## src/rtl/cad_pkg.sv

```systemverilog
package cad_pkg;
  localparam int unsigned CHAR_BITS  = 10;
  localparam int unsigned COMMA_BITS = 7;
  // bit i corresponds to character position Ri
  localparam logic [COMMA_BITS-1:0] COMMA_CODE = 7'b1111100;

  // Bit cycles from the comma sighting to the next load.
  // next_ph is the phase that will hold when that load happens.
  // room says the short lag still yields a full-length period.
  function automatic int unsigned realign_gap(input int unsigned char_w,
                                              input int unsigned comma_w,
                                              input logic next_ph,
                                              input logic room);
    int unsigned lag;
    lag = char_w - comma_w;
    if (next_ph) return lag + char_w;
    if (room) return lag;
    return lag + 2 * char_w;
  endfunction
endpackage

```

## src/rtl/cad_window.sv

```systemverilog
module cad_window
  import cad_pkg::*;
#(
  parameter int unsigned CHAR_W = CHAR_BITS,
  parameter int unsigned COMMA_W = COMMA_BITS,
  parameter logic [COMMA_W-1:0] COMMA_PAT = COMMA_CODE
) (
  input  logic              clk,
  input  logic              rst_n,
  input  logic              ser_bit,
  output logic [CHAR_W-1:0] win,
  output logic              comma_seen
);
  logic [CHAR_W-2:0] hist_q;

  // newest bit lands at the top, oldest sits at bit 0
  assign win = {ser_bit, hist_q};
  // the most recent COMMA_W bits form a comma whose R0 is at CHAR_W-COMMA_W
  assign comma_seen = (win[CHAR_W-1 -: COMMA_W] == COMMA_PAT);

  always_ff @(posedge clk) begin
    if (!rst_n) hist_q <= '0;
    else        hist_q <= win[CHAR_W-1:1];
  end
endmodule

```

## src/rtl/cad_framer.sv

```systemverilog
module cad_framer
  import cad_pkg::*;
#(
  parameter int unsigned CHAR_W = CHAR_BITS,
  parameter int unsigned COMMA_W = COMMA_BITS
) (
  input  logic clk,
  input  logic rst_n,
  input  logic align_en,
  input  logic comma_seen,
  output logic load
);
  localparam int unsigned LAG      = CHAR_W - COMMA_W;
  localparam int unsigned MAX_GAP  = LAG + 2 * CHAR_W;
  localparam int unsigned REM_W    = $clog2(MAX_GAP + 1);
  localparam int unsigned AGE_MAX  = MAX_GAP + CHAR_W;
  localparam int unsigned AGE_W    = $clog2(AGE_MAX + 1);
  localparam int unsigned ROOM_AGE = CHAR_W - LAG - 1;

  logic [REM_W-1:0] rem_q;
  logic [AGE_W-1:0] age_q;
  logic             phase_q;
  logic             phase_next;
  logic             room;
  logic             realign_req;
  logic [REM_W-1:0] gap_m1;

  assign load        = (rem_q == '0);
  assign phase_next  = load ? ~phase_q : phase_q;
  assign room        = !load && (age_q >= AGE_W'(ROOM_AGE));
  assign realign_req = align_en && comma_seen;

  always_comb begin
    gap_m1 = REM_W'(realign_gap(CHAR_W, COMMA_W, phase_next, room) - 1);
  end

  always_ff @(posedge clk) begin
    if (!rst_n) begin
      rem_q   <= REM_W'(CHAR_W - 1);
      age_q   <= '0;
      phase_q <= 1'b0;
    end else begin
      phase_q <= phase_next;
      if (load)                         age_q <= '0;
      else if (age_q != AGE_W'(AGE_MAX)) age_q <= age_q + 1'b1;
      if (realign_req)  rem_q <= gap_m1;
      else if (load)    rem_q <= REM_W'(CHAR_W - 1);
      else              rem_q <= rem_q - 1'b1;
    end
  end

  // R6: a load never comes before a full character time
  assert_min_period_R6: assert property (@(posedge clk) disable iff (!rst_n)
    load |-> age_q >= AGE_W'(CHAR_W - 1));

  // R4: with search disabled the countdown runs undisturbed
  assert_hold_count_R4: assert property (@(posedge clk) disable iff (!rst_n)
    (!align_en && !load) |=> rem_q == $past(rem_q) - 1'b1);

  assert_hold_wrap_R4: assert property (@(posedge clk) disable iff (!rst_n)
    (!align_en && load) |=> rem_q == REM_W'(CHAR_W - 1));

  // R7: an already placed comma on the right phase leaves the grid alone
  assert_keep_grid_R7: assert property (@(posedge clk) disable iff (!rst_n)
    (realign_req && rem_q == REM_W'(LAG) && !phase_q) |=> rem_q == REM_W'(LAG - 1));
endmodule

```

## src/rtl/cad_outreg.sv

```systemverilog
module cad_outreg
  import cad_pkg::*;
#(
  parameter int unsigned CHAR_W = CHAR_BITS,
  parameter int unsigned COMMA_W = COMMA_BITS,
  parameter logic [COMMA_W-1:0] COMMA_PAT = COMMA_CODE
) (
  input  logic              clk,
  input  logic              rst_n,
  input  logic              load,
  input  logic [CHAR_W-1:0] win,
  output logic [CHAR_W-1:0] par_char,
  output logic              comma_hit,
  output logic              char_clk,
  output logic              char_clkn
);
  always_ff @(posedge clk) begin
    if (!rst_n) begin
      par_char  <= '0;
      comma_hit <= 1'b0;
      char_clk  <= 1'b1;
      char_clkn <= 1'b0;
    end else if (load) begin
      par_char  <= win;
      comma_hit <= (win[COMMA_W-1:0] == COMMA_PAT);
      char_clk  <= ~char_clk;
      char_clkn <= ~char_clkn;
    end
  end

  // R2: the two character clocks never agree
  assert_complement_R2: assert property (@(posedge clk) disable iff (!rst_n)
    char_clk != char_clkn);
endmodule

```

## src/rtl/comma_align_deser.sv

```systemverilog
module comma_align_deser
  import cad_pkg::*;
#(
  parameter int unsigned CHAR_W = CHAR_BITS,
  parameter int unsigned COMMA_W = COMMA_BITS,
  parameter logic [COMMA_W-1:0] COMMA_PAT = COMMA_CODE
) (
  input  logic              clk,
  input  logic              rst_n,
  input  logic              ser_bit,
  input  logic              align_en,
  output logic [CHAR_W-1:0] par_char,
  output logic              char_clk,
  output logic              char_clkn,
  output logic              comma_hit
);
  logic [CHAR_W-1:0] win;
  logic              comma_seen;
  logic              load;

  cad_window #(.CHAR_W(CHAR_W), .COMMA_W(COMMA_W), .COMMA_PAT(COMMA_PAT)) u_window (
    .clk(clk), .rst_n(rst_n), .ser_bit(ser_bit), .win(win), .comma_seen(comma_seen)
  );

  cad_framer #(.CHAR_W(CHAR_W), .COMMA_W(COMMA_W)) u_framer (
    .clk(clk), .rst_n(rst_n), .align_en(align_en), .comma_seen(comma_seen), .load(load)
  );

  cad_outreg #(.CHAR_W(CHAR_W), .COMMA_W(COMMA_W), .COMMA_PAT(COMMA_PAT)) u_outreg (
    .clk(clk), .rst_n(rst_n), .load(load), .win(win),
    .par_char(par_char), .comma_hit(comma_hit),
    .char_clk(char_clk), .char_clkn(char_clkn)
  );
endmodule

```

## config.mk

```make
export PLATFORM = sky130hd
export DESIGN_NAME = comma_align_deser
export DESIGN_NICKNAME = d
export VERILOG_FILES = /design/src/rtl/cad_pkg.sv /design/src/rtl/cad_window.sv /design/src/rtl/cad_framer.sv /design/src/rtl/cad_outreg.sv /design/src/rtl/comma_align_deser.sv
export SDC_FILE = /design/constraint.sdc
export NUM_CORES = 1
export LEC_CHECK = 0
export CAP_MARGIN = 20
export CORE_AREA = 4 4 79 44
export DETAILED_ROUTE_END_ITERATION = 7
export DIE_AREA = 0 0 83 48
export GPL_ROUTABILITY_DRIVEN = 0
export GPL_TIMING_DRIVEN = 0
export PLACE_DENSITY = 0.85
export SLEW_MARGIN = 20
export SYNTH_ARGS = -nofsm -noshare
export SYNTH_HDL_FRONTEND = slang
export SYNTH_HIERARCHICAL = 1
export SYNTH_SLANG_ARGS = --single-unit
```

## constraint.sdc

```tcl
create_clock -name clk -period 2.2 [get_ports clk]
set_input_delay 0.44 -clock clk [delete_from_list [all_inputs] [get_ports clk]]
set_output_delay 0.44 -clock clk [all_outputs]
set_load 0.02 [all_outputs]
```

==> flow_summary.ini <==
[run_status]
status = completed

[grt]
grt_max_degree = 15
grt_use_total_pct = 17.74
grt_pass1_wl_um = 5264
antenna_found_initial = 0
grt_overflow = 0
grt_pass1_vias = 1119

[setup_path]
critPathCaptureType = flip-flop
crit_type = reg -> reg
crit_chain = inv_1 -> ha_2 -> or4b_1 -> buf_2 -> inv_1 -> buf_6 -> buf_12 -> nand2_4 -> nor4_4 -> o21a_1
cp_slowest_stage_delay_ps = 440
ff2ff_path_depth = 10
path_delay_family = simple AND/OR/NAND/NOR gates
worstReg2RegEnd = u_outreg/comma_hit
crit_path_end = u_outreg/comma_hit
r2r-start = u_framer/rem_q[0]
worst-path-stages = 10
critPathArrivalTime_ps = 2340
crit_buf_inv = 5
startpoint_type = flip-flop
path_max_fanout = 10
critPathLaunch = u_framer/rem_q[0]
slowest_stage = or4b_1
r2r_slack_ps = 80
cp.required_ps = 2430
crit_top_cell = inv_1

[floorplan]
fp.dieW_um = 83
initial_utilization_pct = 51.23
core_sq_um = 2838
ios = 17
row_count = 14
die_height_um = 48
die_area_sq_um = 3984

[finish]
layout_common_cells = dfxtp_1, clkdlybuf4s50_1, and2_1
multi_input_area_sq_um = 725.7
final_common_cell = dfxtp_1
regArea_sq_um = 680.7
syn2layout_area_growth_pct = 21.69
fillers = 229
fin_area_sq_um = 1769
diodes = 0
fin_nets = 173
layout-drive-gt1-share_pct = 11.59

[sta]
tightest_slew_ps = 692.1
max_slew_margin_pct = 53.21
fin_crit_sh_pct = 96.23
setup-violations-final = 0
max_freq_mhz = 472.4
fin_crit_ps = 2117
clock_skew_ps = 6.092
setup_tns_ps = 0
finalHoldViolations = 0
slew_viol_final = 0

[power_and_ir_drop]
vdd_drop_max_v = 0.0003447
p_leak_nw = 0.6627
p_per_area_nw_per_um2 = 714.7

[placed_design]
io_buffers = 16
dp_hpwl_um = 2477
dpl_cell_area_sq_um = 1664

[drt]
wl_um = 3455
detail_route.wl_per_cell_um = 16.94
vias = 1140
drtIter0Drc = 116
drt_pass1_iterations = 4
antenna_left = 0
drc = 0
via_per_inst = 5.588

[synth]
postSynth.asyncResetShare_pct = 0
ys_types = 41
ys_warn_count = 6
yosysSeqAreaShare_pct = 46.82
syn_avg_cell_area_sq_um = 10.24
ys_ff_latch = 34
syn_inst = 142
synth_nets = 150
synth_edf_count = 0
synthFlopType = dfxtp_1
netlist_area_sq_um = 1454

[clock_network]
cts-htree-levels = 2
cts_buffers = 5
cts.hold.buffers_added = 0
root_buffer = clkbuf_8
clock_sinks = 34
insertion_delay_ps = 280
cts.path.max_buffers = 2
cts_tree = done
path_clk_slew_ps = 70

[min_path]
hp-class = reg -> reg

[job]
cap_violations = 0
==> worst reg2reg max path, cell delays in order, from the launching register on <==
cell     delay, ps
dfxtp_1        320
inv_1           70
ha_2           200
or4b_1         440
buf_2          200
inv_1          140
buf_6          150
buf_12         140
nand2_4         60
nor4_4         210
o21a_1         130
==> repair_timing <==
item | 4_1_cts | 5_1_grt
hold endpoints to repair | 0 | 0
gates resized for setup | 0 | 4
setup buffers | 0 | 0
setup endpoints to repair | 0 | 2
==> registers in the layout (all words and copies together) (netlist names) <==
name and count:
u_framer/rem_q 5, u_framer/phase_q 1, u_framer/age_q 6, u_outreg/par_char 10, u_outreg/comma_hit 1, u_outreg/char_clk 1
u_outreg/char_clkn 1, u_window/hist_q 9
==> per-layer routing <==
layer	track usage, %	wire length [um]	up-vias
li1	-	-	539
met1	20.47	1444	540
met2	29.78	1651	52
met3	6.701	281	9
met4	10.42	78	0
met5	0	0	-
==> per-stage QoR <==
stage	std cells	setup WS (ps)	hold WS [ps]	total power [mW]	utilization (%)
global route	204	-2.527	521.3	1.326	62.35
floorplan	142	347.5	443.7	0.7717	-
detailed placement	198	-177.0	472.1	0.8234	58.64
finish	204	82.97	492.2	1.264	62.35
global placement	198	-85.14	468.8	0.8034	58.64
CTS	204	51.62	493.0	1.270	61.55
==> power breakdown <==
group | internal (mW) | leakage [nW] | total, mW | switching [mW]
combinational | 0.0720 | 0.343 | 0.146 | 0.0740
sequential | 0.642 | 0.276 | 0.671 | 0.0293
clock | 0.241 | 0.0431 | 0.447 | 0.206
==> how the worst min path moves through the flow <==
stage | startpoint | endpoint | slack, ps | cells past startpoint
4_1_cts | u_window/hist_q[2] | u_window/hist_q[1] | 490 | 1
2_1_floorplan | u_window/hist_q[7] | u_window/hist_q[6] | 440 | 1
5_1_grt | u_outreg/par_char[6] | u_outreg/par_char[6] | 520 | 2
6_report | u_window/hist_q[2] | u_window/hist_q[1] | 490 | 1
3_5_place_dp | u_window/hist_q[2] | u_window/hist_q[1] | 470 | 1
3_3_place_gp | u_outreg/char_clk | u_outreg/char_clk | 470 | 2
==> cells by family (layout without fill, tap and decap cells) <==
| family | after synthesis | in the layout | synth area share, % |
|---|---|---|---|
| flops | 34 | 34 | 46.82 |
| mux | 9 | 9 | 6.196 |
| buf+inv | 11 | 33 | 4.819 |
| xor+xnor | 6 | 6 | 3.615 |
| fa+ha+maj | 4 | 4 | 3.442 |
| simple gates | 62 | 62 | 27.63 |
| compound gates | 16 | 16 | 7.487 |
==> synth_stat cells, drive strengths merged (2+ instances only) <==
cell type   n  area share, %
a21boi      2            1.0
a21o        3            1.5
a21oi       2           0.69
and2       13            5.7
and4b       2            1.4
buf         4            3.0
clkbuf      2           0.52
dfxtp      34             47
ha          4            3.4
inv         5            1.3
mux2i       9            6.2
nand2       8            2.6
nand2b      3            1.3
nand3       4            1.4
nand4       6            2.6
nor2        2           0.52
nor2b       9            3.9
nor3        5            1.7
nor4b       2            1.6
o21ai       4            1.4
or3         2            1.2
xnor2       3            1.8
xor2        3            1.8
==> cell type report <==
| type | count | area share (%) |
|---|---|---|
| Tap cell | 40 | 2.829 |
| Clock buffer | 6 | 4.668 |
| Timing Repair Buffer | 16 | 9.052 |
| Buffer | 6 | 2.900 |
| Sequential cell | 34 | 38.47 |
| Inverter | 5 | 1.061 |
| Multi-Input combinational cell | 97 | 41.02 |
(Power assumes the default switching activity.)
